$ cat src/rtl/uart_irq_pkg.sv
// Package: shared widths and identification codes of the interrupt identifier.
// Assumes the source index order below is the priority order, index 0 highest.
package uart_irq_pkg;
    localparam int IER_W   = 4;
    localparam int ERR_W   = 4;
    localparam int NUM_SRC = 5;
    localparam int CODE_W  = 4;

    // Sources in priority order
    typedef enum logic [2:0] {
        SRC_LINE  = 3'd0,
        SRC_RDATA = 3'd1,
        SRC_TMO   = 3'd2,
        SRC_THRE  = 3'd3,
        SRC_MODEM = 3'd4
    } src_e;

    localparam logic [CODE_W-1:0] CODE_NONE = 4'h1;

    // Identification code (bits 3:0, bit 0 = 0 meaning pending) of each source
    function automatic logic [CODE_W-1:0] src_code(input int idx);
        case (idx)
            0:       return 4'h6;
            1:       return 4'h4;
            2:       return 4'hC;
            3:       return 4'h2;
            default: return 4'h0;
        endcase
    endfunction
endpackage

$ cat src/rtl/uart_irq_thre_src.sv
// Module: transmit-holding-empty event source.
// Latches on a 0->1 change of the empty level or on an enable write that turns
// the source on while empty; clears on refill or on an identification read that
// currently names this source. Setting wins over clearing in the same cycle.
module uart_irq_thre_src (
    input  logic clk,
    input  logic rst_n,
    input  logic thr_empty,
    input  logic en_q,
    input  logic en_wr,
    input  logic en_wdata,
    input  logic ack,
    output logic pend
);
    logic empty_q;
    logic arm;
    logic drop;

    // Detect a new arming event from the level edge or an enable switch-on
    always_comb begin
        arm  = (thr_empty && !empty_q) || (en_wr && en_wdata && !en_q && thr_empty);
        drop = !thr_empty || ack;
    end

    // Hold the latched event and the previous empty level
    always_ff @(posedge clk) begin
        if (!rst_n) begin
            empty_q <= 1'b1;
            pend    <= 1'b0;
        end else begin
            empty_q <= thr_empty;
            if (arm)
                pend <= 1'b1;
            else if (drop)
                pend <= 1'b0;
        end
    end
endmodule

$ cat src/rtl/uart_irq_prio.sv
// Module: fixed-priority selector over the masked source requests.
// Assumes request index 0 is the most urgent; produces a one-hot grant and the
// identification code of the granted source (CODE_NONE when none is granted).
module uart_irq_prio
    import uart_irq_pkg::*;
#(
    parameter int N = NUM_SRC
) (
    input  logic [N-1:0]      req,
    output logic [N-1:0]      grant,
    output logic [CODE_W-1:0] code
);
    logic [N:0] blocked;

    assign blocked[0] = 1'b0;

    // One priority stage per source: grant if requested and nothing above
    for (genvar i = 0; i < N; i++) begin : g_stage
        assign grant[i]     = req[i] && !blocked[i];
        assign blocked[i+1] = blocked[i] || req[i];
    end

    // Merge the code of the granted source
    always_comb begin
        code = CODE_NONE;
        for (int i = 0; i < N; i++)
            if (grant[i]) code = src_code(i);
    end
endmodule

$ cat src/rtl/uart_irq_ident.sv
// Module: interrupt enable register, source masking, identification byte and
// registered interrupt line of a 16550-style serial port.
// Assumes all event inputs are synchronous levels from neighbouring logic and
// that iir_rd pulses for one cycle per bus read of the identification byte.
module uart_irq_ident
    import uart_irq_pkg::*;
(
    input  logic             clk,
    input  logic             rst_n,
    input  logic             ier_wr,
    input  logic [IER_W-1:0] ier_wdata,
    output logic [IER_W-1:0] ier_rdata,
    input  logic             iir_rd,
    output logic [7:0]       iir_data,
    input  logic             fifo_en,
    input  logic             rx_avail,
    input  logic             rx_timeout,
    input  logic             thr_empty,
    input  logic [ERR_W-1:0] err_flags,
    input  logic             modem_delta,
    output logic             irq
);
    logic [IER_W-1:0]   ier_q;
    logic               thre_pend;
    logic [NUM_SRC-1:0] req;
    logic [NUM_SRC-1:0] grant;
    logic [CODE_W-1:0]  code;

    // Enable register
    always_ff @(posedge clk) begin
        if (!rst_n)
            ier_q <= '0;
        else if (ier_wr)
            ier_q <= ier_wdata;
    end

    uart_irq_thre_src u_thre (
        .clk      (clk),
        .rst_n    (rst_n),
        .thr_empty(thr_empty),
        .en_q     (ier_q[1]),
        .en_wr    (ier_wr),
        .en_wdata (ier_wdata[1]),
        .ack      (iir_rd && grant[SRC_THRE]),
        .pend     (thre_pend)
    );

    // Mask each raw condition with its enable bit, in priority order
    always_comb begin
        req            = '0;
        req[SRC_LINE]  = ier_q[2] && (|err_flags);
        req[SRC_RDATA] = ier_q[0] && rx_avail;
        req[SRC_TMO]   = ier_q[0] && rx_timeout;
        req[SRC_THRE]  = ier_q[1] && thre_pend;
        req[SRC_MODEM] = ier_q[3] && modem_delta;
    end

    uart_irq_prio #(.N(NUM_SRC)) u_prio (
        .req  (req),
        .grant(grant),
        .code (code)
    );

    // Registered interrupt line
    always_ff @(posedge clk) begin
        if (!rst_n)
            irq <= 1'b0;
        else
            irq <= |req;
    end

    assign iir_data  = {fifo_en, fifo_en, 2'b00, code};
    assign ier_rdata = ier_q;
endmodule

$ cat config.mk
export PLATFORM = sky130hd
export DESIGN_NAME = uart_irq_ident
export DESIGN_NICKNAME = d
export VERILOG_FILES = /design/src/rtl/uart_irq_pkg.sv /design/src/rtl/uart_irq_thre_src.sv /design/src/rtl/uart_irq_prio.sv /design/src/rtl/uart_irq_ident.sv
export SDC_FILE = /design/constraint.sdc
export NUM_CORES = 1
export LEC_CHECK = 0
export ABC_AREA = 1
export BUFFER_PORTS_ARGS = -buffer_cell sky130_fd_sc_hd__buf_2
export CORE_AREA = 2 2 39 41
export CTS_CLUSTER_DIAMETER = 50
export DETAILED_ROUTE_END_ITERATION = 6
export DIE_AREA = 0 0 41 43
export PLACE_DENSITY = 0.63
export SLEW_MARGIN = 20
export SYNTH_ARGS = -nofsm -noshare
export SYNTH_HDL_FRONTEND = slang
export SYNTH_HIERARCHICAL = 1
export SYNTH_SLANG_ARGS = --single-unit
export TNS_END_PERCENT = 10
$ cat constraint.sdc
create_clock -name clk -period 1.15 [get_ports clk]
set_input_delay 0.0575 -clock clk [delete_from_list [all_inputs] [get_ports clk]]
set_output_delay 0.0575 -clock clk [all_outputs]
set_load 0.005 [all_outputs]
Word level (Yosys, flattened, before mapping):

Index checks and enable logic that the tools add are counted.

* flip-flop bits (word level): 7
* latch bits: 0
* RAM bits: 0
* ROM bits: 0
* input bits: 17
* output and inout port bits: 13
* logic and storage cells: 40
* memories kept: 0

* add/subtract/negate cells: 0
* multiply operators: 0
* divide/modulo/power cells: 0
* magnitude comparators: 0
* equality and inequality tests: 0
* shifts and indexed selects: 0
* muxes and demuxes: 7
* bitwise gates (word level): 0
* reductions and logical operators: 29

Operator list (count)
* 4-bit 2-to-1 mux: 4
* 1-bit logical AND: 14
* 1-bit zero test: 7
* 1-bit logical OR: 5
* 5-bit OR reduction: 1
* 4-bit OR reduction: 1
* 3-bit 2-to-1 mux: 1
* 1-bit 2-to-1 mux: 2
* 2-bit nonzero test: 1

Logic depth before layout (Yosys ltp):

* word-level depth: 10
* mapped depth: 14
* mapped depth without buffers: 14

Cells and area by module:

The synthesis kept the hierarchy.

By module, submodules not included
* uart_irq_ident: instances 1, cells each 43, area each 264.0 µm², sequential area each 100.1 µm²
* uart_irq_prio: instances 1, cells each 17, area each 80.1 µm², sequential area each 0.0 µm²
* uart_irq_thre_src: instances 1, cells each 11, area each 76.3 µm², sequential area each 40.0 µm²

Worst setup path before layout:

No wires, ideal clock.

* path kind: flip-flop to flip-flop
* from: register ier_q[0], in the netlist ier_rdata[0]
* to: register u_thre.pend
* library setup time: 112 ps
* arrival time: 1042 ps
* required time: 1038 ps
* path slack: -4 ps
* cell stages (with the launch flop): 13
* buffers on the path: 0
* clock period less this slack: 1154 ps
* path through: dfxtp_1 -> nand2_1 -> inv_1 -> nor2_2 -> nand3_1 -> inv_1 -> nand2_1 -> inv_1 -> inv_1 -> nand2_1 -> nand2_1 -> nor2_1 -> nor2_1

* cells in the longest elaborated chain, start to end: 8
* elaborated cells on any way between the ends: 9
* those cells by class: reduce/logical (9)

RTL lines
* from (decl): line uart_irq_ident.sv:23 `logic [IER_W-1:0] ier_q;`
* from (signal assigned): line uart_irq_ident.sv:34 `ier_q <= ier_wdata;`
* 1-bit logical AND: line uart_irq_ident.sv:52 `req[SRC_RDATA] = ier_q[0] && rx_avail;`
* net req[1]: line uart_irq_ident.sv:25 `logic [NUM_SRC-1:0] req;`
* 1-bit logical OR (2 in series): line uart_irq_prio.sv:20 `assign blocked[i+1] = blocked[i] || req[i];`
* 1-bit zero test: line uart_irq_prio.sv:19 `assign grant[i] = req[i] && !blocked[i];`
* 1-bit logical AND: line uart_irq_prio.sv:19
* net grant[3]: line uart_irq_ident.sv:26 `logic [NUM_SRC-1:0] grant;`
* 1-bit logical AND: line uart_irq_ident.sv:44 `.ack (iir_rd && grant[SRC_THRE]),`
* 1-bit logical OR: line uart_irq_thre_src.sv:22 `drop = !thr_empty || ack;`
* 2-bit nonzero test (no line)
* to (signal assigned): line uart_irq_thre_src.sv:29 `pend <= 1'b0;`
* to (signal assigned): line uart_irq_thre_src.sv:33 `pend <= 1'b1;`
* to (signal assigned): line uart_irq_thre_src.sv:35 `pend <= 1'b0;`
* to (decl): line uart_irq_thre_src.sv:13 `output logic pend`

The timed path passes the listed nets, and every way through them passes these cells.
A chain may end at the register's enable or synchronous reset.

Worst setup path in the final report:

* from: register ier_q[0], in the netlist ier_rdata[0]
* to: output port iir_data[0]

* cells in the longest elaborated chain, start to end: 7
* elaborated cells on any way between the ends: 16
* those cells by class: mux (4); reduce/logical (12)

RTL lines
* 1-bit logical AND (*): line uart_irq_ident.sv:52
* net req[1]: line uart_irq_ident.sv:25
* 1-bit logical OR: line uart_irq_prio.sv:20
* 1-bit zero test / 1-bit logical OR (equally long branches): line uart_irq_prio.sv:19, uart_irq_prio.sv:20
* 1-bit logical AND (tied with other cells): line uart_irq_prio.sv:19
* 4-bit 2-to-1 mux (tied with other cells): line uart_irq_prio.sv:27 `if (grant[i]) code = src_code(i);`
* 4-bit 2-to-1 mux / 1-bit logical AND (equally long branches): line uart_irq_prio.sv:27, uart_irq_prio.sv:19
* 4-bit 2-to-1 mux (*): line uart_irq_prio.sv:27
* to (decl): line uart_irq_ident.sv:14 `output logic [7:0] iir_data,`

The timed path passes the listed nets; every way through them passes the cells marked *.

==> results.json <==
{
  "drc_errors": 0,
  "violations": "negative setup slack",
  "whs_path_depth": 3,
  "crit_path_end_kind": "output pin",
  "ant_nets": 0,
  "synth_area_um2": 393,
  "vias": 454,
  "critPathKind": "flip-flop to output pin",
  "dr.pass1.iters": 2,
  "grt_max_degree": 8,
  "holdWs_ps": 28.3,
  "cts_tree": "done",
  "place_area_um2": 559,
  "hold_viol": 0,
  "grt_usage": 0.122,
  "max_freq_mhz": 850,
  "pre_cts_slack_ps": 8.44,
  "clockBufferDepth": 2,
  "die-area_um2": 1760,
  "hold_end": "u_thre/empty_q",
  "crit_fanout": 3,
  "r2r_cells": 12,
  "regArea_um2": 143,
  "synth.avg_cell_area_um2": 6.04,
  "grt_pass1_vias": 396,
  "cts_buffers": 3,
  "n_fill_cell": 157,
  "htreeDepth": 1,
  "routed_wl_um": 882,
  "insertion_delay_ps": 250,
  "synth_warnings": 6,
  "reg2reg_to": "u_thre/pend",
  "cts_hold_buffers": 0,
  "antenna_found_initial": 0,
  "fin_area_um2": 608,
  "dp_hpwl_um": 711,
  "area_growth_pct": 54.8,
  "status": "finished with violations",
  "timing.final.crit_share": 1.02,
  "max_cap_viol_count": 0,
  "p_leak_nw": 0.400,
  "die_w_um": 41,
  "startpoint": "ier_rdata[0]",
  "arrival_ps": 1120,
  "initial_core_util": 0.284,
  "cp-start-kind": "flip-flop",
  "fin_skew_ps": 1.52,
  "finalSetupViolations": 1,
  "ir_worst_vdd_v": 0.000589,
  "multi_input_area_um2": 190,
  "slew_violations": 0,
  "io_pins": 30,
  "design_power_total_mw": 0.640,
  "worstHoldStart": "thr_empty",
  "grt-ovfl-total": 0,
  "drt-initial-drc-count": 11,
  "core_area_um2": 1380,
  "netlist_instances": 65,
  "rsz0062_at_grt": "true",
  "fin_nets": 116,
  "gp_congestion": 0.687,
  "fin_crit_ps": 1180,
  "hold_class": "primary input to flip-flop",
  "avgViaCountPerCell": 3.98,
  "worstReg2RegStart": "ier_rdata[0]",
  "rows": 14,
  "path_clk_slew_ps": 50,
  "wire_per_inst_um": 7.74,
  "port_buffers": 24,
  "fin_ws_ps": -25.8,
  "fin_setup_tns_ps": -25.8,
  "drive_above_1_share": 0.459,
  "grt_pass1_wl_mm": 1.50,
  "root_buffer": "clkbuf_4",
  "rrSetupSlack_ps": 50,
  "die_h_um": 43,
  "cts_sinks": 7,
  "required_ps": 1090,
  "diodes": 0,
  "p_per_area_nw_per_um2": 1050
}
[what timing repair did]
action	CTS	global route
gates cloned	0	0
gates resized for setup	6	1
pin swaps	2	0
setup buffers	1	0
setup endpoints to repair	5	5
[through the flow]
step / utilization / cells
CTS: 0.438 / 114
floorplan: - / 66
global placement: 0.404 / 109
finish: 0.439 / 114
global route: 0.439 / 114
detailed placement: 0.404 / 109
[area by class of cell]
class	instances	share of cell area
Clock buffer	4	0.0432
Inverter	13	0.0802
Multi-Input combinational cell	42	0.313
Sequential cell	7	0.235
Tap cell	16	0.0329
Timing Repair Buffer	32	0.296
[per-layer routing]
layer / global-route usage / vias up / share of wire
met5: 0 / - / 0
met4: 0.0933 / 0 / 0.010
met3: 0.0262 / 2 / 0.090
met2: 0.166 / 21 / 0.44
met1: 0.160 / 183 / 0.45
li1: - / 248 / -
[worst max path at each step]
stage / to / slack, ps / depth (start not counted)
after global routing: iir_data[0] / -130 / 7
after global placement: u_thre/pend / 40 / 12
after floorplan: u_thre/pend / 20 / 12
final: iir_data[0] / -30 / 7
after CTS: iir_data[0] / -50 / 7
after detailed placement: u_thre/pend / 8 / 12
[critical path, stage by stage (launching register included)]
cell	delay [ps]
dfxtp_2	330
nand2_2	60
inv_1	50
nor2_2	90
buf_4	120
nand3_2	50
nor2_1	70
buf_2	110
[flip-flops by register name, summed over array words and instances, names as in the netlist]
| signal | count |
|---|---|
| u_thre/empty_q | 1 |
| u_thre/pend | 1 |
| ier_rdata | 4 |
| irq | 1 |
[where the power goes]
part	internal [mW]	leakage [nW]	switching [mW]
clock	0.132	0.0150	0.0893
combinational	0.0796	0.326	0.0682
sequential	0.261	0.0588	0.00924
[placed cells by master (no fill, tap or decap)]
cell type   n
dfxtp_2     2
nand2_1    13
conb_1      2
nand3_2     1
nor2_1     14
nand3_1     1
dfxtp_1     5
inv_1      12
a21oi_1     1
nor3_2      1
buf_2      24
buf_4       8
clkbuf_4    3
inv_2       1
nor2_2      2
clkbuf_1    1
nand2_2     3
o21ai_0     4
(Power assumes the default switching activity.)
